==> src/rtl/iram_space_decoder.sv <==
module iram_space_decoder #(
  parameter int AW = 8,
  parameter int DW = 8,
  parameter logic [AW-2:0] BIT_BASE = 'h20
) (
  input  logic          clk,
  input  logic          rst,
  input  logic [AW-1:0] addr,
  input  logic [1:0]    mode,
  input  logic          rd_en,
  input  logic          wr_en,
  input  logic [DW-1:0] wdata,
  output logic [DW-1:0] rdata,
  output logic          bit_rdata,
  output logic          bit_err
);
  localparam int HALF = 1 << (AW - 1);
  localparam int BW   = $clog2(DW);

  logic [DW-1:0] lo_mem  [HALF];
  logic [DW-1:0] hi_mem  [HALF];
  logic [DW-1:0] sfr_mem [HALF];

  wire is_dir = (mode == 2'b00);
  wire is_bit = (mode == 2'b10);
  wire upper  = addr[AW-1];
  wire bad    = (is_bit && upper) || (mode == 2'b11);

  wire [AW-2:0] off      = addr[AW-2:0];
  wire [BW-1:0] bit_pos  = addr[BW-1:0];
  wire [AW-2:0] bit_byte = BIT_BASE + (AW-1)'(addr[AW-2:BW]);

  logic [DW-1:0] sel;
  always_comb begin
    if (is_bit)      sel = lo_mem[bit_byte];
    else if (!upper) sel = lo_mem[off];
    else if (is_dir) sel = sfr_mem[off];
    else             sel = hi_mem[off];
  end

  wire [DW-1:0] bmask  = DW'(1) << bit_pos;
  wire [DW-1:0] merged = (sel & ~bmask) | (wdata[0] ? bmask : '0);

  assign rdata     = (rd_en && !bad) ? sel : '0;
  assign bit_rdata = rd_en && is_bit && !bad && sel[bit_pos];
  assign bit_err   = bad && (rd_en || wr_en);

  always_ff @(posedge clk) begin
    if (rst) begin
      for (int i = 0; i < HALF; i++) begin
        lo_mem[i]  <= '0;
        hi_mem[i]  <= '0;
        sfr_mem[i] <= '0;
      end
    end else if (wr_en && !bad) begin
      if (is_bit)      lo_mem[bit_byte] <= merged;
      else if (!upper) lo_mem[off]      <= wdata;
      else if (is_dir) sfr_mem[off]     <= wdata;
      else             hi_mem[off]      <= wdata;
    end
  end
endmodule

==> config.mk <==
export PLATFORM = sky130hd
export DESIGN_NAME = iram_space_decoder
export DESIGN_NICKNAME = d
export VERILOG_FILES = /design/src/rtl/iram_space_decoder.sv
export SDC_FILE = /design/constraint.sdc
export NUM_CORES = 2
export LEC_CHECK = 0
export BUFFER_PORTS_ARGS = -buffer_cell sky130_fd_sc_hd__buf_4
export CAP_MARGIN = 20
export CELL_PAD_IN_SITES_DETAIL_PLACEMENT = 1
export CELL_PAD_IN_SITES_GLOBAL_PLACEMENT = 1
export CORE_UTILIZATION = 49
export DETAILED_ROUTE_END_ITERATION = 10
export PLACE_DENSITY_LB_ADDON = 0.2
export REMOVE_ABC_BUFFERS = 1
export SLEW_MARGIN = 20
export SYNTH_ARGS = -nofsm -noshare
export SYNTH_HDL_FRONTEND = slang
export SYNTH_SLANG_ARGS = --single-unit
==> constraint.sdc <==
create_clock -name clk -period 4.8 [get_ports clk]
set_clock_uncertainty 0.05 [all_clocks]
set_input_delay 0.96 -clock clk [delete_from_list [all_inputs] [get_ports clk]]
set_output_delay 0.96 -clock clk [all_outputs]
set_load 0.01 [all_outputs]
==> results.toml <==
[outcome]
outcome = "complete, but fails checks"
violations = "setup timing"

[floorplanning]
num_io_pins = 32
rows = 198
dieArea_sq_mm = 0.296
start_util_pct = 49.4
core_area_sq_mm = 0.292
die_w_um = 544
die_h_um = 544

[timing]
finalWorstSetupSlack_ns = -0.747
fmax_mhz = 180
slew_headroom_pct = 18.6
rsz0062_at_grt = "yes"
worst_pin_slew_ns = 1.22
setup_violations = 9
min_period_ns = 5.55
finalHoldViolCount = 0
hold_slack_ns = 0.616
fin_crit_sh_pct = 116
slew_violations = 0

[logic_synthesis]
synth_most_common_cell = "edfxtp_1"
synth_common_cells = "edfxtp_1, and3_1, nor2_1"
synth_seq_cells = 3072
synth_edf_count = 3072
yosys.area.top_type = "edfxtp_1"
yosysWarningCount = 0
synth_top_area_share_pct = 64.0
synth_cell_type_count = 97
async_flop_share_pct = 0
synth_ff_type = "edfxtp_1"
synth_cells = 10000
netlist_top_cells_area = "edfxtp_1, mux4_2, and3_1"
synthesis.area_sq_mm = 0.144
avgSynthCellArea_sq_um = 14.3
yosysSeqAreaShare_pct = 64.0

[route]
antenna_left = 0
drc = 0
drtIter0Drc = 14700
wire_per_inst_um = 36.6
drt-pass1-iter-count = 6
via_per_inst = 6.77
vias = 98800
routed_wl_um = 534000

[final_layout]
syn2layout_area_growth_pct = 17.1
fin_nets = 10500
drive_gt1_share_pct = 25.3
multiInputGateArea_sq_mm = 0.0474
fillers = 27200
fin_area_sq_mm = 0.169
seq_area_sq_mm = 0.0922
fin_util_pct = 57.8

[clock_tree]
cts_hold_buffers = 0
cts_tree = "done"
cts_buffer_depth = 4
cts-root-buf = "clkbuf_16"
cts_sinks = 3072
insertion_delay_ns = 0.95
clk_pin_slew_ns = 0.06
cts_htree_levels = 5
cts_made_buffers = 335

[power]
powerDensity_mw_per_mm2 = 372
ir_worst_vdd_uv = 395
leakagePower_nw = 66.0

[critical_path]
critPathCaptureType = "output port"
cp-start-kind = "input pin"
r2r_slack_ns = 0.48
worstSetupPathType = "input pin to output port"
cp.arrival_ns = 4.54
critPathMaxFanout = 7
worst_path_largest_cell_delay_ns = 0.60
cp_slowest_cell = "a2111oi_4"
crit_path_cell_trace = "buf_16 -> buf_12 -> buf_16 -> buf_12 -> buf_4 -> mux2i_1 -> buf_4 -> o221ai_1 -> a21oi_1 -> a221oi_2 -> or4_4 -> buf_6 -> a311oi_4 -> o21ai_2 -> a31oi_4 -> a2111oi_4 -> buf_6"
cp.required_ns = 3.79

[place]
gp_congestion = 0.962
place_hpwl_um = 343000
place.port_buffers = 31
pre_cts_ws_ns = -1.64
place_area_sq_mm = 0.155

[global_route]
grt_overflow = 0
grt.total_usage_pct = 35.6
grt_pass1_vias = 99700
grt_max_degree = 160
antenna_found_initial = 20
grt_pass1_wl_um = 752000

[flow_run]
maxCapViolations = 0

[min_path]
worstHoldPathType = "input pin to flip-flop"
## cell type report
| cell class | instances | share of cell area, % |
|---|---|---|
| Tap cell | 3900 | 2.89 |
| Sequential cell | 3072 | 54.7 |
| Timing Repair Buffer | 1305 | 8.20 |
| Multi-Input combinational cell | 5708 | 28.1 |
| Inverter | 9 | 0.0267 |
| Clock buffer | 413 | 5.23 |
| Antenna cell | 12 | 0.0178 |
| Clock inverter | 180 | 0.901 |
## what timing repair did
item / in CTS / in global routing
setup endpoints to repair: 27 / 9
resized for setup: 258 / 133
buffers inserted: 59 / 45
gates cloned: 14 / 6
pin swaps: 57 / 75
## layer usage
metal | vias to the layer above | wire length, um | track usage, % | share of wire, %
li1 | 39500 | - | - | -
met1 | 52300 | 201000 | 47.6 | 38
met2 | 5773 | 252000 | 56.8 | 47
met3 | 1181 | 51700 | 6.01 | 9.7
met4 | 6 | 29000 | 17.0 | 5.4
met5 | - | 41 | 0 | 0.0077
## sequential cells by signal (all words and copies together) (netlist names)
name,flops
hi_mem,1024
sfr_mem,1024
lo_mem,1024
## layout by cell type (no fill, tap or decap), drive strengths merged, types with 12 or more instances in the layout
cell type and instances:
edfxtp 3072, and3 2058, buf 1285, nor2 1059, mux4 623, clkbuf 430, mux2i 424, a21o 257
nand2 236, a22oi 173, clkinv 145, o21bai 113, a21oi 93, nand3 55, o21ai 52, a221oi 50
o221ai 48, nand2b 46, mux2 44, o22ai 41, nor3 36, nor2b 34, a211oi 32, a31oi 26
and2 24, bufinv 20, a22o 16, nand4 16, a211o 16, inv 16, o211ai 14, diode 12
## power by group
part | switching (mW) | internal [mW] | leakage, nW
logic | 3.93 | 2.46 | 31.6
clock network | 11.1 | 14.1 | 5.04
registers | 0.435 | 30.8 | 29.3
## critical path: cells and delay by family
family                 cells  cell delay (ns)
and+or+nand+nor            1             0.33
buffers and inverters      8             1.18
AOI/OAI and AO/OA          7             1.90
muxes                      1             0.13
## path summary, 6_finish.rpt
path	end	from	depth (start not counted)
hold reg to reg	lo_mem[46][7]	hi_mem[38][7]	10
setup / recovery	bit_rdata	addr[0]	17
setup reg to reg	lo_mem[35][4]	sfr_mem[10][4]	14
hold / removal	hi_mem[30][2]	rst	2
## through the flow
stage                     power (mW)  setup TNS [ns]  std cells
final                           62.8           -4.38      14600
after global routing            63.9           -4.38      14600
after CTS                       62.6           -4.17      14500
after detailed placement        37.5         -163.01      13900
after global placement          37.3         -157.78      13900
after floorplan                 33.8               -       8789
## cells by family after synthesis
group | Yosys count | synth area share (%)
simple gates | 3618 | 13.5
flops | 3072 | 64.0
buf+inv | 1269 | 4.25
mux | 1091 | 13.1
compound gates | 999 | 5.15
(Power assumes the default switching activity.)
